<file path="src/rtl/mcfir_pkg.sv">
// Shared constants for the multichannel FIR engine: register word
// addresses, control-word bit positions and the sequencer state type.
package mcfir_pkg;
    localparam logic [2:0] A_CTRL = 3'd0;
    localparam logic [2:0] A_TAPS = 3'd1;
    localparam logic [2:0] A_CHNS = 3'd2;
    localparam logic [2:0] A_DBAS = 3'd3;
    localparam logic [2:0] A_CBAS = 3'd4;
    localparam logic [2:0] A_SMPL = 3'd5;
    localparam logic [2:0] A_RSLT = 3'd6;
    localparam logic [2:0] A_MEML = 3'd7;

    localparam int B_EN     = 0;
    localparam int B_IIR    = 1;
    localparam int B_MODE   = 4;
    localparam int B_MULTI  = 6;
    localparam int B_SHARE  = 8;
    localparam int B_IE_IN  = 10;
    localparam int B_IE_OUT = 11;
    localparam int B_SAT    = 12;
    localparam int B_EMPTY  = 14;
    localparam int B_FULL   = 15;

    typedef enum logic [1:0] {
        S_IDLE  = 2'd0,
        S_SHIFT = 2'd1,
        S_MAC   = 2'd2,
        S_DONE  = 2'd3
    } seq_state_t;
endpackage

</file>
<file path="src/rtl/mcfir_mac.sv">
// Multiply-accumulate unit with output scaling and clipping.
// Assumes: clr and en are never high together; the accumulator is wide
// enough for MAX_TAPS full-scale products, so it never wraps.
module mcfir_mac #(
    parameter int DW   = 16,
    parameter int ACCW = 35
) (
    input  logic                 clk,
    input  logic                 rst_n,
    input  logic                 clr,
    input  logic                 en,
    input  logic signed [DW-1:0] x,
    input  logic signed [DW-1:0] c,
    output logic        [DW-1:0] result,
    output logic                 clipped
);
    localparam int PW = 2 * DW;

    logic signed [ACCW-1:0] acc;
    logic signed [PW-1:0]   prod;
    logic signed [ACCW-1:0] scaled;
    logic                   top_ones;
    logic                   top_zeros;

    assign prod = x * c;

    // Accumulate one product per enabled cycle, restart on clr.
    always_ff @(posedge clk) begin
        if (!rst_n)   acc <= '0;
        else if (clr) acc <= '0;
        else if (en)  acc <= acc + {{(ACCW-PW){prod[PW-1]}}, prod};
    end

    // Scale to output format and clip to the signed DW-bit range.
    always_comb begin
        scaled    = acc >>> (DW - 1);
        top_ones  = &scaled[ACCW-1:DW-1];
        top_zeros = ~|scaled[ACCW-1:DW-1];
        clipped   = !(top_ones || top_zeros);
        if (!clipped)            result = scaled[DW-1:0];
        else if (scaled[ACCW-1]) result = {1'b1, {(DW-1){1'b0}}};
        else                     result = {1'b0, {(DW-1){1'b1}}};
    end
endmodule

</file>
<file path="src/rtl/mcfir_cfg.sv">
// Register file of the FIR engine: control word, configuration, the
// one-deep input and output buffers, sticky saturation and irq.
// Assumes: reads are combinational; one bus access per cycle; the core
// only delivers a result while the output buffer is empty.
module mcfir_cfg
    import mcfir_pkg::*;
#(
    parameter int DW  = 16,
    parameter int TW  = 3,
    parameter int CW  = 2,
    parameter int DAW = 5,
    parameter int CAW = 5
) (
    input  logic           clk,
    input  logic           rst_n,
    input  logic           bus_we,
    input  logic           bus_re,
    input  logic [2:0]     bus_addr,
    input  logic [31:0]    bus_wdata,
    output logic [31:0]    bus_rdata,
    output logic           irq,
    output logic           en,
    output logic           en_rise,
    output logic           run_ok,
    output logic           multi,
    output logic           shared,
    output logic [TW-1:0]  tap_m1,
    output logic [CW-1:0]  ch_m1,
    output logic [DAW-1:0] dbase,
    output logic [CAW-1:0] cbase,
    output logic           in_full,
    output logic [DW-1:0]  in_sample,
    output logic           out_full,
    output logic [DW-1:0]  result_q,
    output logic           sat_q,
    output logic           mem_we,
    output logic           mem_sel,
    output logic [7:0]     mem_addr,
    output logic [DW-1:0]  mem_data,
    input  logic           take,
    input  logic           res_valid,
    input  logic [DW-1:0]  res_data,
    input  logic           res_sat
);
    logic       iir;
    logic [1:0] mode;
    logic       ie_in;
    logic       ie_out;
    logic       wr_ctrl;
    logic       rd_res;

    assign wr_ctrl = bus_we && (bus_addr == A_CTRL);
    assign rd_res  = bus_re && (bus_addr == A_RSLT);
    assign en_rise = wr_ctrl && bus_wdata[B_EN] && !en;
    assign run_ok  = en && !iir && (mode == 2'b00);
    assign irq     = (ie_in && !in_full) || (ie_out && out_full);

    assign mem_we   = bus_we && (bus_addr == A_MEML) && !en;
    assign mem_sel  = bus_wdata[31];
    assign mem_addr = bus_wdata[23:16];
    assign mem_data = bus_wdata[DW-1:0];

    // Control word fields and the sticky saturation flag.
    always_ff @(posedge clk) begin
        if (!rst_n) begin
            en <= 1'b0; iir <= 1'b0; mode <= 2'b00; multi <= 1'b0;
            shared <= 1'b0; ie_in <= 1'b0; ie_out <= 1'b0; sat_q <= 1'b0;
        end else begin
            if (wr_ctrl) begin
                en     <= bus_wdata[B_EN];
                iir    <= bus_wdata[B_IIR];
                mode   <= bus_wdata[B_MODE+1:B_MODE];
                multi  <= bus_wdata[B_MULTI];
                shared <= bus_wdata[B_SHARE];
                ie_in  <= bus_wdata[B_IE_IN];
                ie_out <= bus_wdata[B_IE_OUT];
                if (bus_wdata[B_SAT]) sat_q <= 1'b0;
            end
            if (res_valid && res_sat) sat_q <= 1'b1;
        end
    end

    // Configuration registers, writable only while disabled.
    always_ff @(posedge clk) begin
        if (!rst_n) begin
            tap_m1 <= '0; ch_m1 <= '0; dbase <= '0; cbase <= '0;
        end else if (bus_we && !en) begin
            case (bus_addr)
                A_TAPS:  tap_m1 <= bus_wdata[TW-1:0];
                A_CHNS:  ch_m1  <= bus_wdata[CW-1:0];
                A_DBAS:  dbase  <= bus_wdata[DAW-1:0];
                A_CBAS:  cbase  <= bus_wdata[CAW-1:0];
                default: ;
            endcase
        end
    end

    // One-deep input buffer: filled by the bus, drained by the core.
    always_ff @(posedge clk) begin
        if (!rst_n) begin
            in_full <= 1'b0; in_sample <= '0;
        end else if (!en) begin
            in_full <= 1'b0;
        end else if (bus_we && (bus_addr == A_SMPL) && !in_full) begin
            in_full   <= 1'b1;
            in_sample <= bus_wdata[DW-1:0];
        end else if (take) begin
            in_full <= 1'b0;
        end
    end

    // One-deep output buffer: filled by the core, drained by a read.
    always_ff @(posedge clk) begin
        if (!rst_n) begin
            out_full <= 1'b0; result_q <= '0;
        end else begin
            if (rd_res) out_full <= 1'b0;
            if (res_valid) begin
                out_full <= 1'b1;
                result_q <= res_data;
            end
        end
    end

    // Read multiplexer.
    always_comb begin
        bus_rdata = '0;
        case (bus_addr)
            A_CTRL: bus_rdata = {16'd0, out_full, !in_full, 1'b0, sat_q,
                                 ie_out, ie_in, 1'b0, shared, 1'b0, multi,
                                 mode, 2'b00, iir, en};
            A_TAPS: bus_rdata = 32'(tap_m1);
            A_CHNS: bus_rdata = 32'(ch_m1);
            A_DBAS: bus_rdata = 32'(dbase);
            A_CBAS: bus_rdata = 32'(cbase);
            A_RSLT: bus_rdata = {{(32-DW){result_q[DW-1]}}, result_q};
            default: bus_rdata = '0;
        endcase
    end
endmodule

</file>
<file path="src/rtl/mcfir_core.sv">
// Sequencer and memories of the FIR engine. Per sample: take it from the
// input buffer, shift the channel history in data memory (one word per
// cycle, newest at position 0), run L multiply-accumulate cycles, then
// deliver the result and advance the channel pointer.
// Assumes: memory loads arrive only while disabled; DAW and CAW <= 8.
module mcfir_core
    import mcfir_pkg::*;
#(
    parameter int DW   = 16,
    parameter int TW   = 3,
    parameter int CW   = 2,
    parameter int DAW  = 5,
    parameter int CAW  = 5,
    parameter int ACCW = 35
) (
    input  logic           clk,
    input  logic           rst_n,
    input  logic           run_ok,
    input  logic           en_rise,
    input  logic           multi,
    input  logic           shared,
    input  logic [TW-1:0]  tap_m1,
    input  logic [CW-1:0]  ch_m1,
    input  logic [DAW-1:0] dbase,
    input  logic [CAW-1:0] cbase,
    input  logic           in_full,
    input  logic [DW-1:0]  in_sample,
    input  logic           out_full,
    input  logic           mem_we,
    input  logic           mem_sel,
    input  logic [7:0]     mem_addr,
    input  logic [DW-1:0]  mem_data,
    output logic           take,
    output logic           res_valid,
    output logic [DW-1:0]  res_data,
    output logic           res_sat,
    output logic [CW-1:0]  ch_ptr
);
    localparam int DWORDS = 1 << DAW;
    localparam int CWORDS = 1 << CAW;

    logic [DW-1:0]  dmem [DWORDS];
    logic [DW-1:0]  cmem [CWORDS];
    seq_state_t     state;
    logic [TW-1:0]  k;
    logic [DW-1:0]  samp_q;
    logic [31:0]    ch_off;
    logic [DAW-1:0] d_win, d_at, d_prev;
    logic [CAW-1:0] c_win, c_at;

    assign ch_off = 32'(ch_ptr) * (32'(tap_m1) + 32'd1);
    assign d_win  = dbase + ch_off[DAW-1:0];
    assign d_at   = d_win + DAW'(k);
    assign d_prev = d_at - DAW'(1);
    assign c_win  = cbase + (shared ? '0 : ch_off[CAW-1:0]);
    assign c_at   = c_win + CAW'(k);

    assign take      = (state == S_IDLE) && run_ok && in_full && !out_full;
    assign res_valid = (state == S_DONE) && run_ok;

    // Data memory: host loads while disabled, history shift while running.
    always_ff @(posedge clk) begin
        if (!rst_n) begin
            for (int i = 0; i < DWORDS; i++) dmem[i] <= '0;
        end else if (mem_we && !mem_sel) begin
            dmem[mem_addr[DAW-1:0]] <= mem_data;
        end else if (state == S_SHIFT && run_ok) begin
            if (k == '0) dmem[d_at] <= samp_q;
            else         dmem[d_at] <= dmem[d_prev];
        end
    end

    // Coefficient memory: written only by host loads.
    always_ff @(posedge clk) begin
        if (!rst_n) begin
            for (int i = 0; i < CWORDS; i++) cmem[i] <= '0;
        end else if (mem_we && mem_sel) begin
            cmem[mem_addr[CAW-1:0]] <= mem_data;
        end
    end

    // Sequencer and channel rotation.
    always_ff @(posedge clk) begin
        if (!rst_n) begin
            state <= S_IDLE; k <= '0; samp_q <= '0; ch_ptr <= '0;
        end else begin
            if (en_rise) ch_ptr <= '0;
            if (!run_ok) begin
                state <= S_IDLE;
            end else begin
                case (state)
                    S_IDLE: if (take) begin
                        samp_q <= in_sample;
                        k      <= tap_m1;
                        state  <= S_SHIFT;
                    end
                    S_SHIFT: if (k == '0) state <= S_MAC;
                             else         k <= k - 1'b1;
                    S_MAC:   if (k == tap_m1) state <= S_DONE;
                             else             k <= k + 1'b1;
                    S_DONE: begin
                        state  <= S_IDLE;
                        ch_ptr <= (!multi || ch_ptr == ch_m1) ? '0 : ch_ptr + 1'b1;
                    end
                    default: state <= S_IDLE;
                endcase
            end
        end
    end

    mcfir_mac #(.DW(DW), .ACCW(ACCW)) u_mac (
        .clk     (clk),
        .rst_n   (rst_n),
        .clr     (take),
        .en      ((state == S_MAC) && run_ok),
        .x       (dmem[d_at]),
        .c       (cmem[c_at]),
        .result  (res_data),
        .clipped (res_sat)
    );
endmodule

</file>
<file path="src/rtl/mcfir_engine.sv">
// Top of the multichannel shared-coefficient FIR engine: register file
// plus sequencer/memories. Assumes a single clock and synchronous reset.
module mcfir_engine #(
    parameter int DW       = 16,
    parameter int MAX_TAPS = 8,
    parameter int MAX_CH   = 4,
    parameter int DWORDS   = 32,
    parameter int CWORDS   = 32
) (
    input  logic        clk,
    input  logic        rst_n,
    input  logic        bus_we,
    input  logic        bus_re,
    input  logic [2:0]  bus_addr,
    input  logic [31:0] bus_wdata,
    output logic [31:0] bus_rdata,
    output logic        irq
);
    localparam int TW   = $clog2(MAX_TAPS);
    localparam int CW   = $clog2(MAX_CH);
    localparam int DAW  = $clog2(DWORDS);
    localparam int CAW  = $clog2(CWORDS);
    localparam int ACCW = 2 * DW + TW;

    logic           ctrl_en, en_rise, run_ok, multi, shared;
    logic [TW-1:0]  tap_m1;
    logic [CW-1:0]  ch_m1;
    logic [DAW-1:0] dbase;
    logic [CAW-1:0] cbase;
    logic           in_full, out_full, sat_flag;
    logic [DW-1:0]  in_sample, result_q;
    logic           mem_we, mem_sel;
    logic [7:0]     mem_addr;
    logic [DW-1:0]  mem_data;
    logic           take, res_valid, res_sat;
    logic [DW-1:0]  res_data;
    logic [CW-1:0]  ch_ptr;

    mcfir_cfg #(.DW(DW), .TW(TW), .CW(CW), .DAW(DAW), .CAW(CAW)) u_cfg (
        .clk(clk), .rst_n(rst_n), .bus_we(bus_we), .bus_re(bus_re),
        .bus_addr(bus_addr), .bus_wdata(bus_wdata), .bus_rdata(bus_rdata),
        .irq(irq), .en(ctrl_en), .en_rise(en_rise), .run_ok(run_ok),
        .multi(multi), .shared(shared), .tap_m1(tap_m1), .ch_m1(ch_m1),
        .dbase(dbase), .cbase(cbase), .in_full(in_full),
        .in_sample(in_sample), .out_full(out_full), .result_q(result_q),
        .sat_q(sat_flag), .mem_we(mem_we), .mem_sel(mem_sel),
        .mem_addr(mem_addr), .mem_data(mem_data), .take(take),
        .res_valid(res_valid), .res_data(res_data), .res_sat(res_sat)
    );

    mcfir_core #(.DW(DW), .TW(TW), .CW(CW), .DAW(DAW), .CAW(CAW),
                 .ACCW(ACCW)) u_core (
        .clk(clk), .rst_n(rst_n), .run_ok(run_ok), .en_rise(en_rise),
        .multi(multi), .shared(shared), .tap_m1(tap_m1), .ch_m1(ch_m1),
        .dbase(dbase), .cbase(cbase), .in_full(in_full),
        .in_sample(in_sample), .out_full(out_full), .mem_we(mem_we),
        .mem_sel(mem_sel), .mem_addr(mem_addr), .mem_data(mem_data),
        .take(take), .res_valid(res_valid), .res_data(res_data),
        .res_sat(res_sat), .ch_ptr(ch_ptr)
    );
endmodule

</file>
<file path="config.mk">
export PLATFORM = sky130hd
export DESIGN_NAME = mcfir_engine
export DESIGN_NICKNAME = d
export VERILOG_FILES = /design/src/rtl/mcfir_pkg.sv /design/src/rtl/mcfir_mac.sv /design/src/rtl/mcfir_cfg.sv /design/src/rtl/mcfir_core.sv /design/src/rtl/mcfir_engine.sv
export SDC_FILE = /design/constraint.sdc
export NUM_CORES = 2
export LEC_CHECK = 0
export ABC_CLOCK_PERIOD_IN_PS = 15600
export BUFFER_PORTS_ARGS = -buffer_cell sky130_fd_sc_hd__buf_4
export CORE_ASPECT_RATIO = 0.6
export CORE_UTILIZATION = 45
export DETAILED_ROUTE_END_ITERATION = 8
export PLACE_DENSITY = 0.62
export SKIP_LAST_GASP = 1
export SLEW_MARGIN = 20
export SYNTH_ARGS = -nofsm -noshare
export SYNTH_HDL_FRONTEND = slang
export SYNTH_SLANG_ARGS = --single-unit
</file>
<file path="constraint.sdc">
create_clock -name clk -period 15.6 [get_ports clk]
set_clock_uncertainty 0.05 [all_clocks]
set_input_delay 1.56 -clock clk [delete_from_list [all_inputs] [get_ports clk]]
set_output_delay 1.56 -clock clk [all_outputs]
set_load 0.005 [all_outputs]
</file>
[Word level (Yosys, flattened, before mapping)]
Memory sizes are Yosys's and may differ from the RTL's.
Index checks and enable logic that the tools add are counted.
Word-level totals
  RAM bits: 1024
  register bits after elaboration: 116
  word-level logic and storage cells: 163
  output and inout port bits: 33
  memories: 2
  input bits: 39
Operators by class
  multipliers: 2
  mux-type cells: 50
  bitwise gates (word level): 2
  add/sub/neg operators: 10
  eq/ne operators: 17
  reduce and logical (&&, ||, !) cells: 59
Memory list
  u_core.cmem: words 32, width 16, read ports 1, clocked after Yosys merged registers in 0, write ports 32, RTL line mcfir_core.sv:43  | logic [DW-1:0] cmem [CWORDS];
  u_core.dmem: words 32, width 16, read ports 2, clocked after Yosys merged registers in 0, write ports 32, RTL line mcfir_core.sv:42  | logic [DW-1:0] dmem [DWORDS];
Operator list (count)
  one-hot mux 32 bit (6 select lines): 1
  two-way mux 16 bit: 6
  OR reduction 16 bit: 3
  adder 35 bit: 1
  multiplier 16 x 16 -> 32 bit: 1
  multiplier 2 x 32 -> 5 bit: 1
  two-way mux 1 bit: 27
  logical AND 1 bit: 22
  two-way mux 5 bit: 4
  AND reduction 2 bit: 8
  two-way mux 2 bit: 7
  == test 3 bit, second input constant: 4
  adder 5 x 3 -> 5 bit: 2
  adder 5 bit: 2
  AND reduction 5 bit: 2
  two-way mux 3 bit: 3
  one-hot mux 3 bit (3 select lines): 1
  zero test 1 bit: 8
  != test 2 bit, second input constant: 4
  one-hot mux 2 bit (4 select lines): 1
  nonzero test 2 bit: 4
  == test 3 x 2 -> 1 bit, second input constant: 2
  zero test 3 bit: 2
  AND reduction 3 bit: 2
  other kinds (18): 22

[Depth between registers and ports, before layout]
  word-level depth: 11
  gate-level depth with buffers: 52
  mapped depth without buffers: 49

[Modules after synthesis]
From an unflattened synthesis, not the netlist that was laid out.
Unflattened totals
  cells, all modules: 5390
  area total of the unflattened synthesis: 69894.5 um^2
Modules (own cells, without submodules)
  mcfir_core: area an instance 53885.4 um^2, times used 1, cells each 3586, sequential area each 31209.9 um^2
  mcfir_mac: area an instance 12988.7 um^2, times used 1, cells each 1477, sequential area each 700.7 um^2
  mcfir_cfg: area an instance 3020.4 um^2, times used 1, cells each 327, sequential area each 1161.1 um^2

[Worst setup path before layout]
No wires, ideal clock.
  path kind: flip-flop to flip-flop
  from: reg u_cfg.tap_m1[1]
  to: reg u_core.u_mac.acc[34]
  setup time: 0.070 ns
  arrival time: 12.130 ns
  required time: 15.480 ns
  path slack: 3.350 ns
  clock period less this slack: 12.250 ns
  cell stages (with the launch flop): 47
  buffers on the path: 4
  cells stage by stage: dfxtp_1 ha_1 and2_1 ha_1 inv_1 fa_1 or2_2 fa_1 inv_1 fa_1 clkbuf_1 clkbuf_1 clkbuf_1 mux4_2 mux4_2 mux2i_4 buf_6 nor2_1 [... 11 more ...] a21oi_1 a21oi_1 a211o_1 or2_2 a21o_1 a21oi_1 xnor2_1 ha_1 a211oi_1 nand2_1 nor3_1 a21oi_1 a2111o_1 a211oi_1 o31a_1 xor2_1 or3_1 a21oi_1
Between the ends
  longest elaborated chain between the ends: 8
  elaborated cells between the ends (all ways): 11
  classes of those cells: 6 x add/sub; 2 x mul; 1 x mux; 2 x memory
RTL lines
  from (decl): RTL line mcfir_cfg.sv:27  | output logic [TW-1:0] tap_m1,
  from (signal assigned): RTL line mcfir_cfg.sv:89  | A_TAPS: tap_m1 <= bus_wdata[TW-1:0];
  adder 3 x 1 -> 4 bit *: RTL line mcfir_core.sv:51  | assign ch_off = 32'(ch_ptr) * (32'(tap_m1) + 32'd1);
  multiplier 2 x 32 -> 5 bit *: RTL line mcfir_core.sv:51
  two-way mux 5 bit: RTL line mcfir_core.sv:55  | assign c_win = cbase + (shared ? '0 : ch_off[CAW-1:0]);
  adder 5 bit: RTL line mcfir_core.sv:55
  adder 5 x 3 -> 5 bit: RTL line mcfir_core.sv:56  | assign c_at = c_win + CAW'(k);
  memory (32 x 16 bit)
  multiplier 16 x 16 -> 32 bit *: RTL line mcfir_mac.sv:25  | assign prod = x * c;
  adder 35 bit *: RTL line mcfir_mac.sv:31  | else if (en) acc <= acc + {{(ACCW-PW){prod[PW-1]}}, prod};
  to (signal assigned): RTL line mcfir_mac.sv:31
  to (decl): RTL line mcfir_mac.sv:19  | logic signed [ACCW-1:0] acc;
Mark *: on every way between the ends. The rest lies on a longest branch, timed or not.
A chain may end at the register's enable or synchronous reset.

[Final worst setup path]
  from: reg u_cfg.tap_m1[0]
  to: reg u_core.u_mac.acc[34]
Same word-level chain as after synthesis.

==> results summary <==
The routed wirelength normalized by instance count is 28.0 um. The count of non-filler cells in the finished layout came out at 7,108. Synthesis inferred 1,140 register bits. The endpoint identified for the worst register-to-register timing path is u_core.u_mac.acc[34]$_SDFFE_PP0P_.

The H-tree generated during clock tree synthesis spans 3 levels. The worst pin sits at a relative slew slack of 20.5%. Sequential elements use about half of the synthesized area. The worst hold path terminates at u_core.samp_q[14]$_SDFFE_PN0P_.

The maximum achievable frequency came out at between 60 and 70 MHz. Setup violations remaining at the end of the flow were counted as 0. The launching element type of the critical path is a flop.

The iteration-0 DRC count of the detailed router is 5,665. The total congestion overflow is 0. Once placement completed, the tool counted placed cells totaling between 6k and 7k. After synthesis, the mean cell area works out to 13.2 um2. The share of layout cells above drive strength 1 is 21.1%. The share of the core filled with cells is between 40% and 50%.

The run finished with clean final reports. The number of antenna violations at the first check in global routing came out at 18. For this design, the slowest cell found on the critical path is fa_4. The total track usage is 26.6%. Yosys mapped a number of flops with a built-in enable equal to 1,024. The detailed-route DRC error count is 0. The source of the worst hold timing path is u_cfg.in_sample[14]$_SDFFE_PN0P_. The maximum number of pins on one net before global-route repair is 88. IR analysis of the VDD net gives a maximum drop of 93.4 uV.

The number of different library cells in the post-synthesis netlist came out at 77. In the synthesized netlist, the number of instances is 5,082. The maximum root-to-sink buffer count is 3. The required time of the critical path came out at 16.21 ns. Setup repair after global routing left no endpoint under its margin. The setup total negative slack is 0 ns.

From left edge to right edge, the die measures 500 um. The number of sinks on the clock net is 1,140. The clock slew seen by the registers of the worst setup and hold paths came out at 0.07 ns. Pin placement for this block handled 72 I/O pins.

By area, the combinational part of the netlist is dominated by multiplexers. The count of input and output buffers is 61. Power spread over the standard cell area amounts to 110 nW/um2.

In this run the clock root is driven by a clkbuf_16. The count of buffers added by post-CTS timing repair for setup is 0. The post-detailed-route via-to-cell ratio came out at 5.93. The maximum fanout encountered on the critical timing path came out at 36. The post-synthesis to final-layout area growth is 9.44%.

The final layout contains routed wiring with a total length of 199,000 um. The final hold violation count came out at 0. The floorplan step defined a die boundary enclosing 150,000 um2. The worst reg-to-reg path cell count is 45. The number of filler instances in the final layout is 12.5k. The element type at the critical path end is a flop.

The first detailed-routing pass took 7 iterations. The cell depth of the worst min-delay path came out at 2. The core region area came out at about 150,000 um2. In this run the worst hold path is classified as reg -> reg. The number of buffers inserted by hold repair at cts is 0. The latest clock arrival within the worst-skew pair came out at 0.80 ns.

The transition time of the tightest slew-check pin is ~1.2 ns. On the final layout, the worst hold slack is 0.371 ns. The number of buffers created by CTS is 108. The number of gates resized after cts is 0. The placer's final routability congestion estimate is between 0.9 and 1. The fraction of synthesized cell area in xor and xnor cells is under 10%.

The net count after synthesis is around 5.5k. Once the floorplan was initialized, standard cells occupied between 40% and 50% of the core. The number of global-route vias before repair is 40.6k. The setup path with the least slack is of type reg -> reg. The max-capacitance violation count came out at 0. After Yosys synthesis, and, or, nand and nor cells account for 13.0% of the synthesized area. The post-route minimum period came out at 14.35 ns. The number of rows in the core area is 109. The most numerous cell on the critical path is fa_1. The placement-stage cell area came out at about 70,000 um2. The number of routed nets with antenna violations came out at 0. The data arrival time at the worst-slack endpoint came out at 14.96 ns. The number of slew-limit violations in the final report is 0. The first global-routing pass estimated 288,000 um of wire.

The part of the cycle the worst path needs came out at 92.0%. The count of warnings emitted by yosys came out at 0. The primary flip-flop cell chosen by synthesis mapping is edfxtp_1.

The detailed placer's ending HPWL came out at 137,000 um. The synthesized netlist devotes 10.7% of its cell area to adder and majority cells. The TritonCTS clock tree is built. The summed area of non-filler cells in the final layout came out at 73,300 um2. The die is between 300 and 400 um tall. The number of nets in the layout came out at ~5.5k. The setup slack on the worst flop-to-flop path is 1.25 ns. The static leakage power is 27.8 nW. The fraction of the mapped netlist area in compound gates came out at 3.46%. The async set-or-reset flop fraction in the synthesized netlist came out at 0%. The post-synth design cell area is between 60,000 and 70,000 um2. For this run, the slowest stage of the critical path takes 1.26 ns. In this run the critical register-to-register path is launched from u_cfg.tap_m1[0]$_SDFFE_PN0P_. The share of synthesized area spent on multiplexers is around 18%. The routed layout has 42.2k vias.
[flip-flops by register name, summed over array words and instances (netlist names)]
signal / flops
u_core.cmem: 512
u_core.dmem: 512
u_core.u_mac.acc: 35
u_cfg.in_sample: 16
u_cfg.result_q: 16
u_core.samp_q: 16
u_cfg.cbase: 5
u_cfg.dbase: 5
u_cfg.tap_m1: 3
u_core.k: 3
u_cfg.ch_m1: 2
u_cfg.mode: 2
u_core.ch_ptr: 2
u_core.state: 2
u_cfg.en: 1
u_cfg.ie_in: 1
u_cfg.ie_out: 1
u_cfg.iir: 1
u_cfg.in_full: 1
u_cfg.multi: 1
u_cfg.out_full: 1
u_cfg.sat_q: 1
u_cfg.shared: 1
[worst max-delay path by stage]
stage	startpoint	to	slack [ns]
6_report	u_cfg.tap_m1[0]$_SDFFE_PN0P_	u_core.u_mac.acc[34]$_SDFFE_PP0P_	1.25
5_1_grt	u_cfg.tap_m1[0]$_SDFFE_PN0P_	u_core.u_mac.acc[34]$_SDFFE_PP0P_	0.70
4_1_cts	u_cfg.tap_m1[0]$_SDFFE_PN0P_	u_core.u_mac.acc[34]$_SDFFE_PP0P_	1.37
3_5_place_dp	u_cfg.tap_m1[0]$_SDFFE_PN0P_	u_core.u_mac.acc[34]$_SDFFE_PP0P_	1.51
3_3_place_gp	u_cfg.tap_m1[0]$_SDFFE_PN0P_	u_core.u_mac.acc[34]$_SDFFE_PP0P_	1.55
2_1_floorplan	u_cfg.tap_m1[1]$_SDFFE_PN0P_	u_core.u_mac.acc[34]$_SDFFE_PP0P_	3.35
[synth_stat cells, types with 21 or more instances]
master	n	area (um2)
dfxtp_1	116	2320
buf_2	106	531
a21oi_1	158	791
or2_1	24	150
edfxtp_1	1024	30700
inv_1	341	1280
nand2_1	210	788
nor2_2	40	250
mux4_2	472	10600
nor2_1	736	2760
xor2_1	31	272
o21ai_0	85	425
xnor2_1	45	394
a21o_1	28	210
nand3_1	37	185
and2_1	521	3260
mux2i_1	57	571
nor2b_1	28	175
fa_1	274	5490
or2_2	95	594
buf_4	35	263
ha_1	135	1690
nor3_1	21	105
a211oi_1	29	218
clkbuf_1	212	796
[logic make-up after synthesis]
logic type | after synthesis
adder cells (fa/ha/maj) | 409
flip-flops | 1140
XOR/XNOR | 80
AND/OR/NAND/NOR | 1774
buffers and inverters | 726
AO/OA/AOI/OAI | 389
multiplexers | 564
[per-layer routing]
layer / share of wire (%) / global-route usage (%)
met1: 43 / 40.1
met2: 40 / 35.2
met3: 14 / 11.1
met4: 2.3 / 6.21
met5: 0.20 / 0.908
[critical path, delay by kind of cell, from the launching register on]
kind                     cells  cell delay [ns]
AO/OA/AOI/OAI               13             2.83
XOR/XNOR                     2             0.26
adder cells (fa/ha/maj)     13             6.34
buffers and inverters        8             1.00
flip-flops                   1             0.52
multiplexers                 3             1.71
AND/OR/NAND/NOR              6             1.41
[area by class of cell]
type	instances	area [um2]	share of cell area, %
well taps	1998	2500	3.41
diodes	9	22.5	0.0307
inverters	344	1290	1.76
repair buffers	196	1520	2.08
multi-input cells	3216	31100	42.5
flip-flops and latches	1140	33100	45.1
clock inverters	85	1000	1.37
clock buffers	120	2750	3.75
[placed cells by master (no fill, tap or decap), types with 23 or more instances in the layout]
cell       synthesis  layout
mux4_2           472     472
nor2b_1           28      28
a21oi_1          158     142
nand3_1           37      35
clkinv_2           0      23
o21ai_0           85      53
fa_1             274     270
a211oi_1          29      29
edfxtp_1        1024    1024
xor2_1            31      28
o21ai_1            3      30
dfxtp_1          116     116
ha_1             135     133
a21o_1            28      28
and2_1           521     521
clkbuf_16          0     108
or2_1             24      24
nor2_2            40      59
nor2_1           736     717
buf_4             35     192
nand2_1          210     210
or2_2             95      95
inv_1            341     341
mux2i_1           57      52
xnor2_1           45      44
[where the power goes]
| part | internal [mW] | total [mW] | switching [mW] |
|---|---|---|---|
| Combinational | 0.715 | 1.83 | 1.12 |
| Clock | 1.57 | 2.84 | 1.27 |
| Sequential | 3.38 | 3.42 | 0.0309 |
[per-stage QoR]
stage	total power [mW]	setup slack, ns
6_report	8.09	1.25
5_1_grt	8.43	0.696
4_1_cts	8.10	1.37
3_5_place_dp	5.28	1.51
3_3_place_gp	5.26	1.55
2_1_floorplan	4.81	3.35
Power figures use the tool's default switching activity.
